===== src/rtl/rt_lut_pkg.sv =====
package rt_lut_pkg;
  localparam int unsigned STAT_EOM_BIT  = 0;
  localparam int unsigned STAT_SOM_BIT  = 1;
  localparam int unsigned STAT_ERR_BIT  = 2;
  localparam int unsigned STAT_CHAN_BIT = 13;
  localparam int unsigned CMD_TR_BIT    = 10;
  localparam int unsigned CMD_SA_LSB    = 5;
  localparam int unsigned SA_W          = 5;

  typedef enum logic [3:0] {
    ST_IDLE, ST_RD_SP, ST_LD_SP, ST_WR_SOM, ST_WR_TAG0, ST_WR_CMD,
    ST_RD_LUT, ST_LD_LUT, ST_ACTIVE, ST_WR_EOM, ST_WR_TAG1, ST_WR_SP
  } seq_state_e;
endpackage


===== src/rtl/rt_addr_gen.sv =====
module rt_addr_gen #(
  parameter int unsigned ADDR_W        = 16,
  parameter int unsigned DATA_W        = 16,
  parameter logic [15:0] TABLE_BASE    = 16'h0100,
  parameter int unsigned AREA_STRIDE   = 4,
  parameter int unsigned STACK_ENTRIES = 64,
  parameter int unsigned ENTRY_WORDS   = 4
) (
  input  logic              area_i,
  input  logic [DATA_W-1:0] cmd_i,
  input  logic [ADDR_W-1:0] sp_i,
  output logic [ADDR_W-1:0] sp_ptr_addr_o,
  output logic [ADDR_W-1:0] lut_addr_o,
  output logic [ADDR_W-1:0] sp_next_o
);
  import rt_lut_pkg::*;
  localparam int unsigned RING_W    = $clog2(STACK_ENTRIES * ENTRY_WORDS);
  localparam int unsigned STRIDE_SH = $clog2(AREA_STRIDE);
  localparam int unsigned HALF_SH   = SA_W + 1;
  localparam int unsigned AREA_SH   = SA_W + 2;

  logic [RING_W-1:0] ring_lo;

  assign sp_ptr_addr_o = ADDR_W'(TABLE_BASE) | (ADDR_W'(area_i) << STRIDE_SH);

  // table offset: area, table-half marker, direction, subaddress
  assign lut_addr_o = ADDR_W'(TABLE_BASE)
                    | (ADDR_W'(area_i) << AREA_SH)
                    | (ADDR_W'(1) << HALF_SH)
                    | (ADDR_W'(cmd_i[CMD_TR_BIT]) << SA_W)
                    | ADDR_W'(cmd_i[CMD_SA_LSB +: SA_W]);

  assign ring_lo   = sp_i[RING_W-1:0] + RING_W'(ENTRY_WORDS);
  assign sp_next_o = {sp_i[ADDR_W-1:RING_W], ring_lo};
endmodule


===== src/rtl/rt_area_sel.sv =====
module rt_area_sel (
  input  logic clk_i,
  input  logic rst_ni,
  input  logic area_req_i,
  input  logic som_i,
  input  logic busy_i,
  output logic area_o
);
  logic area_q;

  always_ff @(posedge clk_i or negedge rst_ni) begin
    if (!rst_ni)                 area_q <= 1'b0;
    else if (!(busy_i || som_i)) area_q <= area_req_i;
  end

  assign area_o = area_q;

  assert_area_frozen_R6: assert property (@(posedge clk_i) disable iff (!rst_ni)
    (busy_i && $past(busy_i)) |-> $stable(area_o));
endmodule


===== src/rtl/rt_msg_seq.sv =====
module rt_msg_seq #(
  parameter int unsigned ADDR_W = 16,
  parameter int unsigned DATA_W = 16
) (
  input  logic              clk_i,
  input  logic              rst_ni,
  input  logic              som_i,
  input  logic              eom_i,
  input  logic [DATA_W-1:0] cmd_word_i,
  input  logic              chan_b_i,
  input  logic              msg_err_i,
  input  logic [DATA_W-1:0] time_tag_i,
  input  logic              eom_irq_en_i,
  input  logic              err_irq_en_i,
  input  logic [ADDR_W-1:0] sp_ptr_addr_i,
  input  logic [ADDR_W-1:0] lut_addr_i,
  input  logic [ADDR_W-1:0] sp_next_i,
  input  logic [DATA_W-1:0] mem_rdata_i,
  output logic              mem_req_o,
  output logic              mem_we_o,
  output logic [ADDR_W-1:0] mem_addr_o,
  output logic [DATA_W-1:0] mem_wdata_o,
  output logic [DATA_W-1:0] cmd_o,
  output logic [ADDR_W-1:0] sp_o,
  output logic [ADDR_W-1:0] xfer_addr_o,
  output logic              busy_o,
  output logic              eom_irq_o,
  output logic              err_irq_o
);
  import rt_lut_pkg::*;

  seq_state_e        state_q, state_d;
  logic [DATA_W-1:0] cmd_q, tag_q;
  logic [ADDR_W-1:0] sp_q, xfer_q;
  logic              chan_q, err_q, eom_irq_q, err_irq_q;
  logic              stray;
  logic [DATA_W-1:0] stat_start, stat_end;

  assign stray = (state_q == ST_IDLE) && eom_i && !som_i;

  always_comb begin
    state_d = state_q;
    unique case (state_q)
      ST_IDLE:    if (som_i) state_d = ST_RD_SP;
      ST_RD_SP:   state_d = ST_LD_SP;
      ST_LD_SP:   state_d = ST_WR_SOM;
      ST_WR_SOM:  state_d = ST_WR_TAG0;
      ST_WR_TAG0: state_d = ST_WR_CMD;
      ST_WR_CMD:  state_d = ST_RD_LUT;
      ST_RD_LUT:  state_d = ST_LD_LUT;
      ST_LD_LUT:  state_d = ST_ACTIVE;
      ST_ACTIVE:  if (eom_i) state_d = ST_WR_EOM;
      ST_WR_EOM:  state_d = ST_WR_TAG1;
      ST_WR_TAG1: state_d = ST_WR_SP;
      ST_WR_SP:   state_d = ST_IDLE;
      default:    state_d = ST_IDLE;
    endcase
  end

  always_ff @(posedge clk_i or negedge rst_ni) begin
    if (!rst_ni) begin
      state_q   <= ST_IDLE;
      cmd_q     <= '0;
      tag_q     <= '0;
      sp_q      <= '0;
      xfer_q    <= '0;
      chan_q    <= 1'b0;
      err_q     <= 1'b0;
      eom_irq_q <= 1'b0;
      err_irq_q <= 1'b0;
    end else begin
      state_q <= state_d;
      if (state_q == ST_IDLE && som_i) begin
        cmd_q  <= cmd_word_i;
        chan_q <= chan_b_i;
        tag_q  <= time_tag_i;
      end
      if (state_q == ST_ACTIVE && eom_i) begin
        err_q <= msg_err_i;
        tag_q <= time_tag_i;
      end
      if (state_q == ST_LD_SP)  sp_q   <= mem_rdata_i;
      if (state_q == ST_LD_LUT) xfer_q <= mem_rdata_i;
      eom_irq_q <= (state_q == ST_WR_SP) && eom_irq_en_i;
      err_irq_q <= err_irq_en_i && (((state_q == ST_WR_SP) && err_q) || stray);
    end
  end

  always_comb begin
    stat_start = '0;
    stat_start[STAT_SOM_BIT]  = 1'b1;
    stat_start[STAT_CHAN_BIT] = chan_q;
    stat_end = '0;
    stat_end[STAT_EOM_BIT]  = 1'b1;
    stat_end[STAT_ERR_BIT]  = err_q;
    stat_end[STAT_CHAN_BIT] = chan_q;
  end

  always_comb begin
    mem_req_o   = 1'b1;
    mem_we_o    = 1'b1;
    mem_addr_o  = sp_q;
    mem_wdata_o = '0;
    unique case (state_q)
      ST_RD_SP:   begin mem_we_o = 1'b0; mem_addr_o = sp_ptr_addr_i; end
      ST_WR_SOM:  mem_wdata_o = stat_start;
      ST_WR_TAG0: begin mem_addr_o = sp_q + ADDR_W'(1); mem_wdata_o = tag_q; end
      ST_WR_CMD:  begin mem_addr_o = sp_q + ADDR_W'(3); mem_wdata_o = cmd_q; end
      ST_RD_LUT:  begin mem_we_o = 1'b0; mem_addr_o = lut_addr_i; end
      ST_WR_EOM:  mem_wdata_o = stat_end;
      ST_WR_TAG1: begin mem_addr_o = sp_q + ADDR_W'(1); mem_wdata_o = tag_q; end
      ST_WR_SP:   begin mem_addr_o = sp_ptr_addr_i; mem_wdata_o = DATA_W'(sp_next_i); end
      default:    begin mem_req_o = 1'b0; mem_we_o = 1'b0; mem_addr_o = '0; end
    endcase
  end

  assign cmd_o       = cmd_q;
  assign sp_o        = sp_q;
  assign xfer_addr_o = xfer_q;
  assign busy_o      = (state_q != ST_IDLE);
  assign eom_irq_o   = eom_irq_q;
  assign err_irq_o   = err_irq_q;

  assert_stray_quiet_R9: assert property (@(posedge clk_i) disable iff (!rst_ni)
    stray |=> (!mem_req_o && !busy_o));

  assert_irq_after_ptr_R7: assert property (@(posedge clk_i) disable iff (!rst_ni)
    eom_irq_o |-> ($past(mem_we_o) && !busy_o));

  assert_xfer_idle_R10: assert property (@(posedge clk_i) disable iff (!rst_ni)
    (!busy_o && $past(!busy_o)) |-> $stable(xfer_addr_o));

  assert_err_pulse_R8: assert property (@(posedge clk_i) disable iff (!rst_ni)
    err_irq_o |=> !err_irq_o);
endmodule


===== src/rtl/rt_lut_engine.sv =====
module rt_lut_engine #(
  parameter int unsigned ADDR_W        = 16,
  parameter int unsigned DATA_W        = 16,
  parameter logic [15:0] TABLE_BASE    = 16'h0100,
  parameter int unsigned STACK_ENTRIES = 64
) (
  input  logic              clk_i,
  input  logic              rst_ni,
  input  logic              som_i,
  input  logic              eom_i,
  input  logic [DATA_W-1:0] cmd_word_i,
  input  logic              chan_b_i,
  input  logic              msg_err_i,
  input  logic [DATA_W-1:0] time_tag_i,
  input  logic              area_req_i,
  input  logic              eom_irq_en_i,
  input  logic              err_irq_en_i,
  output logic              mem_req_o,
  output logic              mem_we_o,
  output logic [ADDR_W-1:0] mem_addr_o,
  output logic [DATA_W-1:0] mem_wdata_o,
  input  logic [DATA_W-1:0] mem_rdata_i,
  output logic [ADDR_W-1:0] xfer_addr_o,
  output logic              busy_o,
  output logic              area_o,
  output logic              eom_irq_o,
  output logic              err_irq_o
);
  logic [ADDR_W-1:0] sp_ptr_addr, lut_addr, sp_next, sp_cur;
  logic [DATA_W-1:0] cmd_cur;
  logic              busy, area;

  rt_area_sel u_area (
    .clk_i      (clk_i),
    .rst_ni     (rst_ni),
    .area_req_i (area_req_i),
    .som_i      (som_i),
    .busy_i     (busy),
    .area_o     (area)
  );

  rt_addr_gen #(
    .ADDR_W(ADDR_W), .DATA_W(DATA_W), .TABLE_BASE(TABLE_BASE),
    .AREA_STRIDE(4), .STACK_ENTRIES(STACK_ENTRIES), .ENTRY_WORDS(4)
  ) u_addr (
    .area_i        (area),
    .cmd_i         (cmd_cur),
    .sp_i          (sp_cur),
    .sp_ptr_addr_o (sp_ptr_addr),
    .lut_addr_o    (lut_addr),
    .sp_next_o     (sp_next)
  );

  rt_msg_seq #(.ADDR_W(ADDR_W), .DATA_W(DATA_W)) u_seq (
    .clk_i         (clk_i),
    .rst_ni        (rst_ni),
    .som_i         (som_i),
    .eom_i         (eom_i),
    .cmd_word_i    (cmd_word_i),
    .chan_b_i      (chan_b_i),
    .msg_err_i     (msg_err_i),
    .time_tag_i    (time_tag_i),
    .eom_irq_en_i  (eom_irq_en_i),
    .err_irq_en_i  (err_irq_en_i),
    .sp_ptr_addr_i (sp_ptr_addr),
    .lut_addr_i    (lut_addr),
    .sp_next_i     (sp_next),
    .mem_rdata_i   (mem_rdata_i),
    .mem_req_o     (mem_req_o),
    .mem_we_o      (mem_we_o),
    .mem_addr_o    (mem_addr_o),
    .mem_wdata_o   (mem_wdata_o),
    .cmd_o         (cmd_cur),
    .sp_o          (sp_cur),
    .xfer_addr_o   (xfer_addr_o),
    .busy_o        (busy),
    .eom_irq_o     (eom_irq_o),
    .err_irq_o     (err_irq_o)
  );

  assign busy_o = busy;
  assign area_o = area;
endmodule


===== config.mk =====
export PLATFORM = sky130hd
export DESIGN_NAME = rt_lut_engine
export DESIGN_NICKNAME = d
export VERILOG_FILES = /design/src/rtl/rt_lut_pkg.sv /design/src/rtl/rt_addr_gen.sv /design/src/rtl/rt_area_sel.sv /design/src/rtl/rt_msg_seq.sv /design/src/rtl/rt_lut_engine.sv
export SDC_FILE = /design/constraint.sdc
export NUM_CORES = 1
export LEC_CHECK = 0
export ABC_AREA = 1
export BUFFER_PORTS_ARGS = -buffer_cell sky130_fd_sc_hd__buf_2
export CAP_MARGIN = 20
export CORE_MARGIN = 2
export CORE_UTILIZATION = 45
export CTS_BUF_LIST = sky130_fd_sc_hd__clkbuf_16
export CTS_CLUSTER_DIAMETER = 30
export DETAILED_ROUTE_END_ITERATION = 8
export PLACE_DENSITY = 0.79
export SETUP_SLACK_MARGIN = 0.15
export SYNTH_ARGS = -nofsm -noshare
export SYNTH_HDL_FRONTEND = slang
export SYNTH_SLANG_ARGS = --single-unit
export TNS_END_PERCENT = 30

===== constraint.sdc =====
create_clock -name clk_i -period 1.98 [get_ports clk_i]
set_input_delay 0.396 -clock clk_i [delete_from_list [all_inputs] [get_ports clk_i]]
set_output_delay 0.396 -clock clk_i [all_outputs]
set_load 0.01 [all_outputs]

# Yosys cells after proc, flatten, opt, wreduce, memory -nomap -nowiden
# Cells that the tools add are included.
# totals
register_bits	73
word_cells	56
output_inout_bits	54
in_bits	57
# op_classes
n_reduce_logical	19
eq_ne	13
muxes	9
bitwise	2
add_sub_neg	3
# op_table
cell	n
16-bit case mux with 5 select lines	2
4-bit case mux with 11 select lines	1
16-bit two-way mux	2
16-bit by 1-bit adder with 16-bit output, second input constant	1
16-bit by 2-bit adder with 16-bit output, second input constant	1
4-bit by 3-bit equality test with 1-bit output, second input constant	4
4-bit equality test, second input constant	4
9-bit by 5-bit bitwise OR with 9-bit output	1
9-bit by 6-bit bitwise OR with 9-bit output	1
8-bit by 3-bit adder with 8-bit output, second input constant	1
4-bit by 2-bit equality test with 1-bit output, second input constant	2
4-bit two-way mux	2
8-bit OR reduction	1
1-bit logical AND	7
2-bit OR reduction	3
6-bit OR reduction	1
4-bit by 1-bit equality test with 1-bit output, second input constant	1
4-bit logical NOT	1
2-bit inequality test, second input constant	2
4-bit nonzero test	1
1-bit logical OR	2
1-bit two-way mux	2
2-bit AND reduction	1
2-bit nonzero test	1
1-bit logical NOT	1

# Longest topological paths before layout
# Gate-level depths: netlist of the first run.
# logic_depth
depth_word	5
ltp_mapped	15
ltp_nobuf	14

# Hierarchy
# From an unflattened synthesis of the first run, not the netlist that was laid out.
# unflattened
hier_cells	553
hier_area_um2	4406.7
# modules_own_cells
mod	cells_each	area_each_um2	n_inst	seq_area_each_um2
rt_msg_seq	487	3946.3	1	1801.7
rt_addr_gen	61	419.2	1	0.0
rt_area_sel	5	41.3	1	25.0

# Worst setup path before layout of the first run
# OpenSTA, ideal clock, no wires.
# synth_path
path_kind	reg2out
startpoint	register u_seq.state_q[3]
endpoint	output port mem_addr_o[4]
t_arrival_ps	1799
setup_slack_ps	-215
required_time_ps	1584
n_path_buf	1
path_stages_with_launch	14
path_cell_list	dfrtp_1 -> nor2_2 -> nand2_2 -> nand2_4 -> nand2_2 -> nand2_1 -> inv_1 -> ha_1 -> inv_1 -> nand2_2 -> buf_4 -> nand3_1 -> nand3_1 -> o21ai_1
# synth_via
elab_chain_cells	3
word_cells_on_any_way	12
cone_classes	eq/ne (8); mux (1); reduce/logical (3)
# synth_lines
element	line_no	text
start, declared	rt_msg_seq.sv:32	seq_state_e state_q, state_d;
start signal, assigned	rt_msg_seq.sv:72	state_q <= state_d;
4-bit by 1-bit equality test with 1-bit output (tied with other cells)	rt_msg_seq.sv:104	unique case (state_q)
2-bit OR reduction (no source line)	--	
16-bit case mux with 5 select lines (*)	rt_msg_seq.sv:104	
end, declared	rt_lut_engine.sv:20	output logic [ADDR_W-1:0] mem_addr_o,
# Every way passes the cells marked *; elsewhere a longest branch is shown, timed or not.

# Worst setup path after layout of the first run
# layout_path
startpoint	register u_seq.state_q[2]
endpoint	output port mem_addr_o[8]
# The elaborated chain is that of the path after synthesis.

==> impl_metrics.ini, run 1 <==
[floorplanning]
die_w_um = 97.4
num_rows = 34
core_area_um2 = 8590
initial_core_util_pct = 45.7
num_io_pins = 111
die_h_um = 97.4
die_area_um2 = 9490

[routing]
ant_nets = 0
post_drt_wl_per_cell_um = 16.0
vias_per_cell = 5.28
drt-initial-drc-count = 188
wl_mm = 12.0
vias = 3983
drc = 0
dr.pass1.iters = 5

[sta]
maxSlewHeadroom_pct = 73.5
fin_crit_sh_pct = 122
setup_viol = 34
setup_ws_ns = -0.441
slew_viol_final = 0
worstMarginPinSlew_ns = 0.397
rsz0062_at_grt = true
skew_ns = 0.00553
fin_crit_ns = 2.42
max_freq_mhz = 413
hold_viol_final = 0

[synth]
synth_top_area_share_pct = 46.5
synth_ff_type = dfrtp_1
synth-edff-count = 0
synth.most_common_cell = nand2_1
yosysWarnings = 0
synth_seq_cells = 73
syn-num-nets = 535
ys_async_sr_fraction_pct = 100
syn_avg_cell_area_um2 = 8.25
yosys-top-cells-area = dfrtp_1 47%, nand2_1 11%, inv_1 6.4%
yosys-top-cells-count = 116 x nand2_1, 73 x dfrtp_1, 67 x inv_1, 47 x o21ai_0, 29 x nand3_1
yosysTopAreaCell = dfrtp_1
postSynthCellCount = 476
synth_cell_type_count = 37
syn_area_um2 = 3930
ys_seq_area_share_pct = 46.5

[pwr]
ir_drop_uv = 712
clockPowerShare_pct = 18.1
p_sw_share_pct = 42.8
seqPwrFrac_pct = 28.6
power_density_nw_per_um2 = 1700
p_int_uw = 5520
p_comb_share_pct = 53.3
p_switching_uw = 4130
p_leak_uw = 0.00296
power_uw = 9660

[flow_run]
drv_cap = 0

[critical_path]
crit_buf_inv = 4
rr_endpoint = u_seq.cmd_o[15]
reg2regPathDepth = 8
end_kind = output port
arrival_ns = 2.02
cp-start-kind = flop
crit_required_ns = 1.58
critical_path.max_fanout = 6
reg2reg_from = u_seq.state_q[3]
regToRegSetupSlack_ns = 0.22
crit_type = flop to output port
critPathMaxStageDelay_ns = 0.41
crit_chain = inv_2, nor2_4, nand2_4, nand3_2, nand2_2, inv_2, ha_4, inv_8, nand2_8, nand2_2, o21ai_1, nand3_1, nand2_1, buf_2
cp_top_family = simple AND/OR/NAND/NOR gates
cp_slowest_cell = dfrtp_1

[grt]
track_usage_pct = 26.2
grt_pass1_wl_mm = 19.9
overflow = 0
grt_pass1_vias = 4103
grt_max_degree = 74
antenna_found_initial = 0

[place]
place_congestion = 0.903
portBuffers = 110
dpl_cell_area_um2 = 4930
place_hpwl_mm = 8.40
dp_cells = 719

[final_layout]
num_antenna_cells = 0
final_cells = 754
final_area_um2 = 5670
post_route_cells_drive_above_1_share_pct = 44.1
layout-area-overhead-vs-synth_pct = 44.5
final_nets = 700

[clocking]
cts_buffer_depth = 2
cts.sinks = 73
path_clk_slew_ns = 0.06
root_buffer = clkbuf_16
clk-insertion-delay-late_ns = 0.34
cts_buffers = 9
htreeDepth = 3
cts_tree = yes

[hold_path]
hp-class = input port to async pin

[status]
status = complete, but fails checks
failed_checks = setup timing
-- cell families (layout without fill, tap and decap cells) --
group           after synthesis  in the layout  synth area share, %
compound gates               92             92                 14.0
flops                        73             73                 46.5
simple gates                198            199                 22.8
mux                          20             20                 6.31
fa+ha+maj                     2              2                0.637
buf+inv                      91            260                 9.69
-- flip-flops by register name (all words and copies together), names as in the netlist --
| name | count |
|---|---|
| u_area.area_o | 1 |
| u_seq.err_irq_o | 1 |
| u_seq.xfer_addr_o | 16 |
| u_seq.cmd_o | 16 |
| u_seq.err_q | 1 |
| u_seq.chan_q | 1 |
| u_seq.state_q | 4 |
| u_seq.eom_irq_o | 1 |
| u_seq.sp_o | 16 |
| u_seq.tag_q | 16 |
-- stage by stage --
step	setup TNS (ns)	hold WS, ns	util, %	worst slack (ns)
after floorplan	-0.262	0.100	-	-0.0714
after global placement	-1.13	0.454	57.4	-0.197
after detailed placement	-1.63	0.457	57.4	-0.255
after CTS	-10.31	0.104	63.9	-0.450
after global routing	-14.42	0.127	66.0	-0.544
final	-11.20	0.0855	66.0	-0.441
-- placed cells by master, fill, tap and decap left out, types with 10 or more instances in the layout --
| master | netlist | final |
|---|---|---|
| inv_1 | 67 | 61 |
| buf_4 | 2 | 50 |
| nand2_1 | 116 | 109 |
| o221ai_2 | 0 | 10 |
| mux2_2 | 14 | 14 |
| o21ai_0 | 47 | 41 |
| o21ai_1 | 11 | 12 |
| nor2_1 | 22 | 16 |
| buf_2 | 6 | 109 |
| nand3_1 | 29 | 24 |
| dfrtp_1 | 73 | 71 |
-- power groups by stage --
| stage | logic [uW] | clock network (uW) | registers (uW) |
|---|---|---|---|
| final | 5140 | 1750 | 2760 |
| after global routing | 5630 | 1830 | 2840 |
| after CTS | 4760 | 1760 | 2750 |
| after detailed placement | 4300 | 0 | 2750 |
| after global placement | 4200 | 0 | 2730 |
| after floorplan | 2520 | 0 | 2730 |
-- layout make-up --
type / count / area [um^2]
clock inverters: 7 / 95.1
repair inverters: 1 / 8.76
repair buffers: 169 / 1070
fillers: 702 / 2920
inverters: 74 / 303
well taps: 108 / 135
clock buffers: 9 / 225
flip-flops and latches: 73 / 1830
multi-input cells: 313 / 2010
-- layer usage --
| layer | up-vias | part of all wire (%) | global-route usage [%] |
|---|---|---|---|
| li1 | 1894 | - | - |
| met3 | 30 | 5.9 | 4.46 |
| met1 | 1911 | 40 | 33.4 |
| met5 | - | 0 | 0 |
| met4 | 0 | 2.8 | 10.6 |
| met2 | 148 | 51 | 44.2 |
-- worst max path at each step --
stage,start,slack (ns),end,depth (start not counted)
2_1_floorplan,u_seq.state_q[0],-0.07,mem_addr_o[4],13
3_3_place_gp,u_seq.state_q[3],-0.20,mem_addr_o[8],14
3_5_place_dp,u_seq.state_q[3],-0.25,mem_addr_o[8],14
4_1_cts,u_seq.state_q[3],-0.45,mem_addr_o[6],14
5_1_grt,u_seq.state_q[2],-0.54,mem_addr_o[8],14
6_report,u_seq.state_q[2],-0.44,mem_addr_o[8],14
-- repair_timing --
action,in CTS,in global routing
endpoints found under the setup margin,34,52
setup buffers,10,7
cloned,2,0
pin swaps,16,12
hold buffers,0,0
hold endpoints to repair,0,0
gates resized for setup,42,33
Power figures use the tool's default switching activity.
==> run 2: changes to the inputs <==
Settings changed: HOLD_SLACK_MARGIN set to 0.12.
==> run 2 against run 1 <==
Effect of this change: the run still ends with setup timing left; via count is 0.30% lower; combinational power hardly changed; power hardly changed; hold slack better by 0.18 ns; clock skew is 0.00053 ns lower; die area stayed put; critical path depth stayed put; utilization is 0.12 points higher; largest cell class unchanged; largest power group unchanged.
==> impl_metrics.ini, run 2 (synthesis gave the netlist of run 1 again) <==
[clocking]
path_clk_slew_ns = 0.06
htreeDepth = 3
cts_buffer_depth = 2
clk-insertion-delay-late_ns = 0.34
root_buffer = clkbuf_16
cts_tree = yes
cts.sinks = 73
cts_buffers = 9

[routing]
vias = 3971
vias_per_cell = 5.26
post_drt_wl_per_cell_um = 15.9
ant_nets = 0
drt-initial-drc-count = 243
wl_mm = 12.0
dr.pass1.iters = 5
drc = 0

[sta]
setup_viol = 34
fin_crit_ns = 2.42
max_freq_mhz = 413
timing.hold.ws_ns = 0.263
worstMarginPinSlew_ns = 0.392
hold_viol_final = 0
fin_crit_sh_pct = 122
setup_ws_ns = -0.440
skew_ns = 0.00500
slew_viol_final = 0
rsz0062_at_grt = true
maxSlewHeadroom_pct = 73.9
tns_ns = -11.18

[pwr]
ir_drop_uv = 713
power_uw = 9660
power_density_nw_per_um2 = 1700
p_leak_uw = 0.00297

[final_layout]
final_cells = 755
multiInputGateArea_um2 = 2010
seqCellArea_um2 = 1830
layout-area-overhead-vs-synth_pct = 44.8
num_antenna_cells = 0
final_cell_mix = 109 x nand2_1, 109 x buf_2, 71 x dfrtp_1, 61 x inv_1, 50 x buf_4
fillers = 701
post_route_cells_drive_above_1_share_pct = 44.0
final_nets = 701

[status]
failed_checks = setup timing
status = complete, but fails checks

[critical_path]
arrival_ns = 2.02
cp-start-kind = flop
crit_type = flop to output port
critical_path.max_fanout = 6
end_kind = output port
crit_required_ns = 1.58

[floorplanning]
initial_core_util_pct = 45.7
num_rows = 34
die_area_um2 = 9490
core_area_um2 = 8590
die_h_um = 97.4
die_w_um = 97.4
num_io_pins = 111

[grt]
grt_pass1_vias = 4115
grt_util_met1_pct = 33.4
antenna_found_initial = 0
track_usage_pct = 26.2
grt_pass1_wl_mm = 19.9
met2_usage_pct = 44.3
grt.busiest_layer = met2
use_met3_pct = 4.46
overflow = 0
grt_max_degree = 74

[place]
dp_cells = 719
place_congestion = 0.903
portBuffers = 110
place_hpwl_mm = 8.40
post-place-ws_ns = -0.255

[flow_run]
drv_cap = 0

[hold_path]
hp-class = input port to flop
## run 2: layer usage
| metal | share of wire [%] | up-vias | routed length [um] |
|---|---|---|---|
| li1 | - | 1903 | - |
| met1 | 41 | 1905 | 4950 |
| met2 | 51 | 137 | 6170 |
| met3 | 5.2 | 26 | 623 |
| met4 | 2.5 | 0 | 303 |
| met5 | 0 | - | 0 |
## run 2: area by class of cell
| type | instances | share of cell area [%] |
|---|---|---|
| clock buffer | 9 | 3.96 |
| clock inverter | 7 | 1.67 |
| inverter | 74 | 5.33 |
| multi-input combinational | 313 | 35.3 |
| sequential | 73 | 32.2 |
| tap | 108 | 2.38 |
| timing repair buffer | 170 | 19.0 |
| timing repair inverter | 1 | 0.154 |
## run 2: repair_timing
| action | in CTS | in global routing |
|---|---|---|
| gates resized for setup | 42 | 33 |
| endpoints found under the hold margin | 69 | 0 |
| cloned | 2 | 0 |
| setup buffers | 10 | 7 |
| pin swaps | 16 | 12 |
| hold buffers | 1 | 0 |
| setup endpoints to repair | 34 | 52 |
## run 2: critical path, cell delays in order, from the launching register on
cell     delay (ns)
dfrtp_1        0.41
inv_2          0.08
nor2_4         0.14
nand2_4        0.09
nand3_2        0.10
nand2_2        0.06
inv_2          0.06
ha_4           0.15
inv_8          0.05
nand2_8        0.08
nand2_2        0.06
o21ai_1        0.12
nand3_1        0.08
nand2_1        0.08
buf_2          0.13
## run 2: per-stage QoR
stage                     utilization, %  area, um^2
after floorplan                        -        3990
after global placement              57.4        4930
after detailed placement            57.4        4930
after CTS                           64.1        5510
after global routing                66.1        5680
final                               66.1        5680
## run 2: final timing paths
path                                       from              endpoint  slack, ns  cells after the start
hold reg to reg            u_seq.xfer_addr_o[4]  u_seq.xfer_addr_o[4]       0.48                      2
min in group asynchronous                rst_ni         u_area.area_o       0.62                      3
setup / recovery               u_seq.state_q[2]         mem_addr_o[8]      -0.44                     14
hold / removal                    time_tag_i[0]        u_seq.tag_q[0]       0.26                      3
max in group asynchronous                rst_ni        u_seq.tag_q[9]       1.05                      3
setup reg to reg               u_seq.state_q[3]       u_seq.cmd_o[15]       0.22                      8
## run 2: report_power, final
group          total, uW  switching [uW]  internal (uW)  leakage, uW
sequential          2770             546           2220     0.000890
combinational       5150            2950           2200      0.00192
clock               1740             642           1100     0.000155
